--- config.mk ---
export PLATFORM = sky130hd
export DESIGN_NAME = tlb_xlate
export DESIGN_NICKNAME = d
export VERILOG_FILES = /design/src/rtl/tlb_xlate.sv
export SDC_FILE = /design/constraint.sdc
export NUM_CORES = 2
export LEC_CHECK = 0
export BUFFER_PORTS_ARGS = -buffer_cell sky130_fd_sc_hd__buf_4
export CORE_UTILIZATION = 50
export DETAILED_ROUTE_END_ITERATION = 8
export GPL_TIMING_DRIVEN = 0
export PLACE_DENSITY_LB_ADDON = 0.1
export RECOVER_POWER = 100
export SLEW_MARGIN = 20
export SYNTH_ARGS = -nofsm -noshare
export SYNTH_HDL_FRONTEND = slang
export SYNTH_SLANG_ARGS = --single-unit
export TNS_END_PERCENT = 10
--- constraint.sdc ---
create_clock -name clk -period 6.33 [get_ports clk]
set_input_delay 0.9495 -clock clk [delete_from_list [all_inputs] [get_ports clk]]
set_output_delay 0.9495 -clock clk [all_outputs]
set_load 0.02 [all_outputs]
--- src/rtl/tlb_xlate.sv ---
module tlb_xlate #(
  parameter int ENTRIES = 16,
  parameter int VA_W    = 32,
  parameter int OFF_W   = 12,
  parameter int PID_W   = 8,
  parameter int PFN_W   = 20
) (
  input  logic                       clk,
  input  logic                       rst_n,
  input  logic                       req_valid,
  input  logic                       req_write,
  input  logic [VA_W-1:0]            req_vaddr,
  input  logic [PID_W-1:0]           cur_pid,
  input  logic                       priv,
  input  logic                       upd_valid,
  input  logic                       upd_inval,
  input  logic [VA_W-OFF_W-1:0]      upd_vpn,
  input  logic [PID_W-1:0]           upd_pid,
  input  logic [PFN_W-1:0]           upd_pfn,
  input  logic                       upd_rd,
  input  logic                       upd_wr,
  input  logic                       clr_touched,
  output logic                       rsp_valid,
  output logic                       rsp_hit,
  output logic                       rsp_miss,
  output logic                       rsp_perm,
  output logic                       rsp_touched,
  output logic                       rsp_dirty,
  output logic [$clog2(ENTRIES)-1:0] rsp_slot,
  output logic [PFN_W+OFF_W-1:0]     rsp_paddr,
  output logic                       upd_err
);
  localparam int VPN_W = VA_W - OFF_W;
  localparam int IDX_W = $clog2(ENTRIES);

  logic [ENTRIES-1:0] e_val, e_rd, e_wr, e_tch, e_drt;
  logic [VPN_W-1:0]   e_vpn [ENTRIES];
  logic [PID_W-1:0]   e_pid [ENTRIES];
  logic [PFN_W-1:0]   e_pfn [ENTRIES];

  logic [VPN_W-1:0] lk_vpn;
  logic [OFF_W-1:0] lk_off;
  assign lk_vpn = req_vaddr[VA_W-1:OFF_W];
  assign lk_off = req_vaddr[OFF_W-1:0];

  logic             lk_hit, um_hit, has_free, has_cold;
  logic [IDX_W-1:0] lk_idx, um_idx, free_idx, cold_idx, victim;

  always_comb begin
    lk_hit = 1'b0; lk_idx = '0;
    um_hit = 1'b0; um_idx = '0;
    has_free = 1'b0; free_idx = '0;
    has_cold = 1'b0; cold_idx = '0;
    for (int i = ENTRIES - 1; i >= 0; i--) begin
      if (e_val[i] && e_vpn[i] == lk_vpn && e_pid[i] == cur_pid) begin
        lk_hit = 1'b1; lk_idx = IDX_W'(i);
      end
      if (e_val[i] && e_vpn[i] == upd_vpn && e_pid[i] == upd_pid) begin
        um_hit = 1'b1; um_idx = IDX_W'(i);
      end
      if (!e_val[i]) begin
        has_free = 1'b1; free_idx = IDX_W'(i);
      end
      if (!e_tch[i]) begin
        has_cold = 1'b1; cold_idx = IDX_W'(i);
      end
    end
  end

  assign victim = um_hit   ? um_idx :
                  has_free ? free_idx :
                  has_cold ? cold_idx : '0;

  logic rights_ok, good_hit, do_upd, do_fill;
  assign rights_ok = req_write ? e_wr[lk_idx] : e_rd[lk_idx];
  assign good_hit  = req_valid && lk_hit;
  assign do_upd    = upd_valid && priv;
  assign do_fill   = do_upd && !upd_inval;

  always_ff @(posedge clk or negedge rst_n) begin
    if (!rst_n) begin
      e_val <= '0;
      e_rd  <= '0;
      e_wr  <= '0;
      e_tch <= '0;
      e_drt <= '0;
    end else begin
      if (clr_touched) e_tch <= '0;
      if (good_hit) begin
        e_tch[lk_idx] <= 1'b1;
        if (req_write && e_wr[lk_idx]) e_drt[lk_idx] <= 1'b1;
      end
      if (do_upd && upd_inval && um_hit) e_val[um_idx] <= 1'b0;
      if (do_fill) begin
        e_val[victim] <= 1'b1;
        e_rd[victim]  <= upd_rd;
        e_wr[victim]  <= upd_wr;
        e_tch[victim] <= 1'b0;
        e_drt[victim] <= 1'b0;
      end
    end
  end

  always_ff @(posedge clk) begin
    if (do_fill) begin
      e_vpn[victim] <= upd_vpn;
      e_pid[victim] <= upd_pid;
      e_pfn[victim] <= upd_pfn;
    end
  end

  always_ff @(posedge clk or negedge rst_n) begin
    if (!rst_n) begin
      rsp_valid   <= 1'b0;
      rsp_hit     <= 1'b0;
      rsp_miss    <= 1'b0;
      rsp_perm    <= 1'b0;
      rsp_touched <= 1'b0;
      rsp_dirty   <= 1'b0;
      rsp_slot    <= '0;
      rsp_paddr   <= '0;
      upd_err     <= 1'b0;
    end else begin
      rsp_valid   <= req_valid;
      rsp_hit     <= good_hit;
      rsp_miss    <= req_valid && !lk_hit;
      rsp_perm    <= good_hit && !rights_ok;
      rsp_touched <= good_hit && e_tch[lk_idx];
      rsp_dirty   <= good_hit && e_drt[lk_idx];
      rsp_slot    <= good_hit ? lk_idx : '0;
      rsp_paddr   <= good_hit ? {e_pfn[lk_idx], lk_off} : '0;
      upd_err     <= upd_valid && !priv;
    end
  end
endmodule

# --- Word-level counts from Yosys, hierarchy flattened ---
# Memories as Yosys holds them, arrays and structs flattened.
# Cells that the tools add are included.
op_classes:
  order_cmp: 6
  n_eq_ne: 64
  muxes: 160
  bitwise_logic: 8
  n_reduce_logical: 82
ops:
  columns: ["operator", "n"]
  rows:
  - ["20-bit equality test", 32]
  - ["4-bit 2-to-1 mux", 68]
  - ["8-bit equality test", 32]
  - ["16-bit 2-to-1 mux", 8]
  - ["1-bit logical AND", 78]
  - ["1-bit 2-to-1 mux", 74]
  - ["16-bit bitwise AND", 3]
  - ["16-bit OR", 3]
  - ["16-bit bitwise mux", 2]
  - ["32-bit 2-to-1 mux", 1]
  - ["16-bit inverter", 2]
  - ["1-bit binary-select mux with 4-bit select", 4]
  - ["4-bit by 5-bit < comparator with 1-bit output, second input constant", 3]
  - ["1-bit demux with 4-bit select", 3]
  - ["4-bit by 1-bit >= comparator with 1-bit output, second input constant", 3]
  - ["1-bit logical NOT", 4]
totals:
  reg_bits: 123
  ram_bits: 768
  inputBits: 98
  mem_count: 3
memory_table:
  columns: ["name", "words", "word_bits", "read_ports", "rd_clocked_by_memory_dff", "wr", "line_no", "rtl"]
  rows:
  - ["e_pfn", 16, 20, 1, 0, 1, "39", "logic [PFN_W-1:0] e_pfn [ENTRIES];"]
  - ["e_vpn", 16, 20, 16, 0, 1, "37", "logic [VPN_W-1:0] e_vpn [ENTRIES];"]
  - ["e_pid", 16, 8, 16, 0, 1, "38", "logic [PID_W-1:0] e_pid [ENTRIES];"]

# --- Longest topological paths before layout ---
logic_depth:
  word_depth: 28
  ltp_mapped: 17
  mapped_depth_nobuf: 12

# --- Worst setup path before layout ---
# No wires, ideal clock.
synth_path:
  kind: "input-to-reg"
  from: "input upd_pid[5]"
  to: "memory e_pfn[5][0], enable pin"
  arrival_ps: 5833
  setup_slack_ps: 28
  path_stages: 12
  path_cell_list: "buf_2 -> xnor2_1 -> nand2_1 -> or4b_2 -> or3_1 -> nand4_1 -> a21oi_1 -> nor3_1 -> nor2_4 -> nor2_1 -> nand2_1 -> a21oi_1"
synth_via:
  elab_chain_cells: 19
synth_rtl:
  columns: ["element", "line_no", "rtl"]
  rows:
  - ["start, declared", "18", "input logic [PID_W-1:0] upd_pid,"]
  - ["8-bit equality test", "58", "if (e_val[i] && e_vpn[i] == upd_vpn && e_pid[i] == upd_pid) begin"]
  - ["1-bit logical AND", "58", null]
  - ["4-bit 2-to-1 mux / 1-bit 2-to-1 mux (equally long branches) (16 in a row)", "58", null]
  - ["4-bit 2-to-1 mux *", "70", "assign victim = um_hit ? um_idx :"]
  - ["end, declared", "39", null]
# Mark *: on every way between the ends. The rest lies on a longest branch, timed or not.

# --- Worst setup path after layout ---
layout_path:
  from: "input upd_vpn[17]"
  to: "memory e_pfn[7][14], enable pin"
layout_via:
  elab_chain_cells: 20
layout_rtl:
  columns: ["element", "line_no", "rtl"]
  rows:
  - ["start, declared", "17", "input logic [VA_W-OFF_W-1:0] upd_vpn,"]
  - ["20-bit equality test", "58", null]
  - ["1-bit logical AND (2 in a row)", "58", null]
  - ["4-bit 2-to-1 mux / 1-bit 2-to-1 mux (equally long branches) (16 in a row)", "58", null]
  - ["4-bit 2-to-1 mux *", "70", null]
# Marks and branches as above.

==> summary.md <==
| Metric | Value |
|---|---|
| Count of filler cells inserted in the layout | 7,279 |
| Register share of total power | 45.5% |
| Slew at the pin closest to its max-slew limit | 2.42 ns |
| Final cell count without fillers | 5,074 |
| Top-level I/O count | 141 |
| Minimum clock period after layout | 6.44 ns |
| Core occupancy in the finished layout | 57.9% |
| Area share of the leading cell type in the synthesized netlist | 51.6% |
| Flop and latch count out of synthesis | 891 |
| Number of hold violations in the final report | 0 |
| Count of placed standard cells including taps | 4,876 |
| Non-Filler Cell Area, Final | 0.0513 mm^2 |
| Overall die width | 301 um |
| Routed vias/inst | 6.66 |
| Run status | finished with violations |
| HP Class | in -> reg |
| Area Growth Syn to Fin | 14.7% |
| Top cells by instance count after synthesis | sky130_fd_sc_hd__edfxtp_1 (768), sky130_fd_sc_hd__xnor2_1 (688), sky130_fd_sc_hd__nand4_1 (323) |
| Per-instance average area after synthesis | 12.6 um^2 |
| Final count of pins violating max slew | 126 |
| Post-layout worst setup margin | -0.108 ns |
| Dpl cell area | 0.0482 mm^2 |
| HPWL reported at the end of detailed placement | 127,000 um |
| Worst ir drop on vdd | 344 uV |
| Global routing usage summed across all routing layers | 41.6% |
| P_sw | 3.95 mW |
| Clock group share of total power | 42.5% |
| Rel. slew slack | -61.2% |
| Worst path arrival time | 6.83 ns |
| Routed WL | 190,000 um |
| Leakage power summed over all cells | 16.6 nW |
| Failing checks | design-rule violations, max-capacitance violations, max-slew violations, negative setup slack |
| RD Place Congestion | 1.02 |
| Count of endpoints failing setup in the final report | 34 |
| Clock-pin slew reported for the worst setup and hold paths after clock tree synthesis | 0.06 ns |
| Number of routed nets with antenna violations | 0 |
| Overflow after GRT | 0 |
| Sum of negative setup slack | -3.04 ns |
| RSZ-0062 raised after global routing | no |
| DR WL/cell | 37.4 um |
| Capture instance of the worst register-to-register path | rsp_touched |
| Setup slack after placement | -1.08 ns |
| Flip-flop cell with the highest count after synthesis | sky130_fd_sc_hd__edfxtp_1 |
| Syn Std Cell Area | 0.0447 mm^2 |
| First-pass GRT wire length | 256,000 um |
| Part of the Yosys area used for sequential elements | 58.5% |
| Clock tree sinks | 891 |
| Antenna violations before repair | 13 |
| Share of flip-flops with an asynchronous set or reset after synthesis | 13.8% |
| Switching share of power | 26.7% |
| CP startpoint kind | input pin |
| Post-Route Skew | 0.0399 ns |
| Startpoint of the lowest-slack hold path | priv |
| Proportion of layout cells with a drive suffix above 1 | 12.6% |
| FP Rows | 109 |
| Gate power share | 12.0% |
| Clock tree buffer depth | 3 |
| Clock tree from TritonCTS | done |
| Routed via count | 33,800 |
| Yosys top cell by area | sky130_fd_sc_hd__edfxtp_1 |
| Total CTS buffers | 97 |
| Top cells by area, synth | sky130_fd_sc_hd__edfxtp_1 (52%), sky130_fd_sc_hd__xnor2_1 (13%), sky130_fd_sc_hd__dfrtp_1 (6.9%) |
| Synth Instances | 3,556 |
| H-tree lvl count | 3 |
| Distinct cell type count of the synthesized netlist | 87 |
| Register-to-register setup slack | 0.71 ns |
| Largest net degree at the start of global routing | 87 |
| Fin nets | 3,911 |
| Clock latency on the worst-skew pair | 0.72 ns |
| Worst Hold Path Cells | 2 |
| Pwr dens | 289 mW/mm^2 |
| Data required time of the critical path | 6.72 ns |
| Min-Delay Endpoint | upd_err |
| Maximum capacitance violations | 2 |
| Type of element capturing the critical path | register |
| Starting Density | 50.5% |
| Worst Reg-to-Reg Cells | 12 |
| Post-route DRC | 48 |
| Peak fanout along the critical path | 33 |
| Initial DRT Pass Iterations | 8 |
| Most numerous cell in the Yosys netlist | sky130_fd_sc_hd__edfxtp_1 |
| Syn. warnings | 0 |
| Cts-stage hold buffer count | 0 |
| Input/output buffers | 112 |
| Final clock period utilization by the worst path | 102% |
| Internal power | 10.9 mW |
| Fmax achieved | 155 MHz |
| Count of flip-flops with a built-in enable after synthesis | 768 |
| DIE HEIGHT | 301 um |
| Via count of the first global-routing pass | 32,000 |
| Worst r2r src | e_vpn[15][10] |
| Die Footprint | 0.0906 mm^2 |
| CP Class | in -> reg |
| Timing startpoint of the critical path | upd_vpn[17] |
| Syn_nets | 3,654 |
| Root Driver | sky130_fd_sc_hd__clkbuf_16 |
| First DRT Iteration DRCs | 4,782 |
| Placeable core area | 0.0885 mm^2 |
area by class of cell:
cell class              count  area, um^2  area share (%)
inverters                  45         169           0.330
plain buffers             174         886            1.73
repair buffers            158        1340            2.62
well taps                1165        1460            2.84
clock buffers             115        2510            4.91
clock inverters            68        1010            1.98
flip-flops and latches    891       26100            51.0
multi-input cells        2446       17700            34.5
diodes                     12        30.0          0.0586
routing by layer:
metal  vias to the layer above  part of all wire (%)  global-route usage (%)
met4                         2                   7.2                    25.2
met5                         -                0.0069                       0
met3                       626                    11                    9.11
met1                     16800                    38                    54.3
li1                      13900                     -                       -
met2                      2392                    44                    63.6
stage by stage:
| step | power, mW | hold slack, ns |
|---|---|---|
| 2_1_floorplan | 7.77 | 0.452 |
| 3_3_place_gp | 8.51 | 0.464 |
| 3_5_place_dp | 8.59 | 0.473 |
| 4_1_cts | 14.8 | 0.0784 |
| 5_1_grt | 15.1 | 0.384 |
| 6_report | 14.8 | 0.398 |
repair_timing:
item,4_1_cts,5_1_grt
pin swaps,0,2
buffers inserted,0,3
gates resized for setup,5,15
setup endpoints to repair,361,378
sequential cells by signal, indices dropped and copies added, names as in the netlist, 4 cells and up:
signal     flops
e_drt         16
e_pfn        320
e_pid        128
e_rd          16
e_tch         16
e_val         16
e_vpn        320
e_wr          16
rsp_paddr     32
rsp_slot       4
power by group through the flow:
stage                     combinational (mW)  sequential, mW  clock [mW]
after floorplan                        0.944            6.82           0
after global routing                    1.82            6.76        6.53
after global placement                  1.63            6.87           0
final                                   1.77            6.74        6.29
after detailed placement                1.73            6.85           0
after CTS                               1.74            6.73        6.31
cell families after synthesis:
logic type | synth area share, %
AND/OR/NAND/NOR | 14.0
buffers and inverters | 2.31
AO/OA/AOI/OAI | 5.25
flip-flops | 58.5
XOR/XNOR | 17.0
multiplexers | 2.96
worst max path at each step:
stage,to,cells after the start,slack (ns)
after global placement,e_rd[0],14,-4.84
after CTS,rsp_touched,14,0.01
after global routing,e_pfn[4][2],16,0.02
after detailed placement,e_vpn[10][2],16,-1.08
final,e_pfn[7][14],16,-0.11
after floorplan,e_pfn[5][0],12,0.03
worst max-delay path, cell delays in order:
cell	delay, ns
sky130_fd_sc_hd__buf_4	0.40
sky130_fd_sc_hd__buf_2	0.65
sky130_fd_sc_hd__buf_2	0.56
sky130_fd_sc_hd__xnor2_1	0.22
sky130_fd_sc_hd__nand4_1	0.14
sky130_fd_sc_hd__nor4_1	0.54
sky130_fd_sc_hd__nand4_1	0.46
sky130_fd_sc_hd__nand3_1	0.33
sky130_fd_sc_hd__a31oi_1	0.16
sky130_fd_sc_hd__nor3_1	0.58
sky130_fd_sc_hd__a221oi_4	0.15
sky130_fd_sc_hd__nand2_1	0.15
sky130_fd_sc_hd__clkbuf_2	0.34
sky130_fd_sc_hd__nand3_1	0.15
sky130_fd_sc_hd__inv_1	0.62
sky130_fd_sc_hd__buf_12	0.32
placed cells by master, fill, tap and decap left out, drive strengths merged, types with 55 or more instances in the layout:
cell type  instances
buf              199
clkbuf           248
dfrtp            123
edfxtp           768
mux2              55
mux2i             70
nand2            238
nand2b            65
nand3             89
nand4            323
nor2              95
nor4             149
o21ai             61
o221ai            65
xnor2            688
xor2             181
No activity file was read; power rests on OpenSTA's default activity.
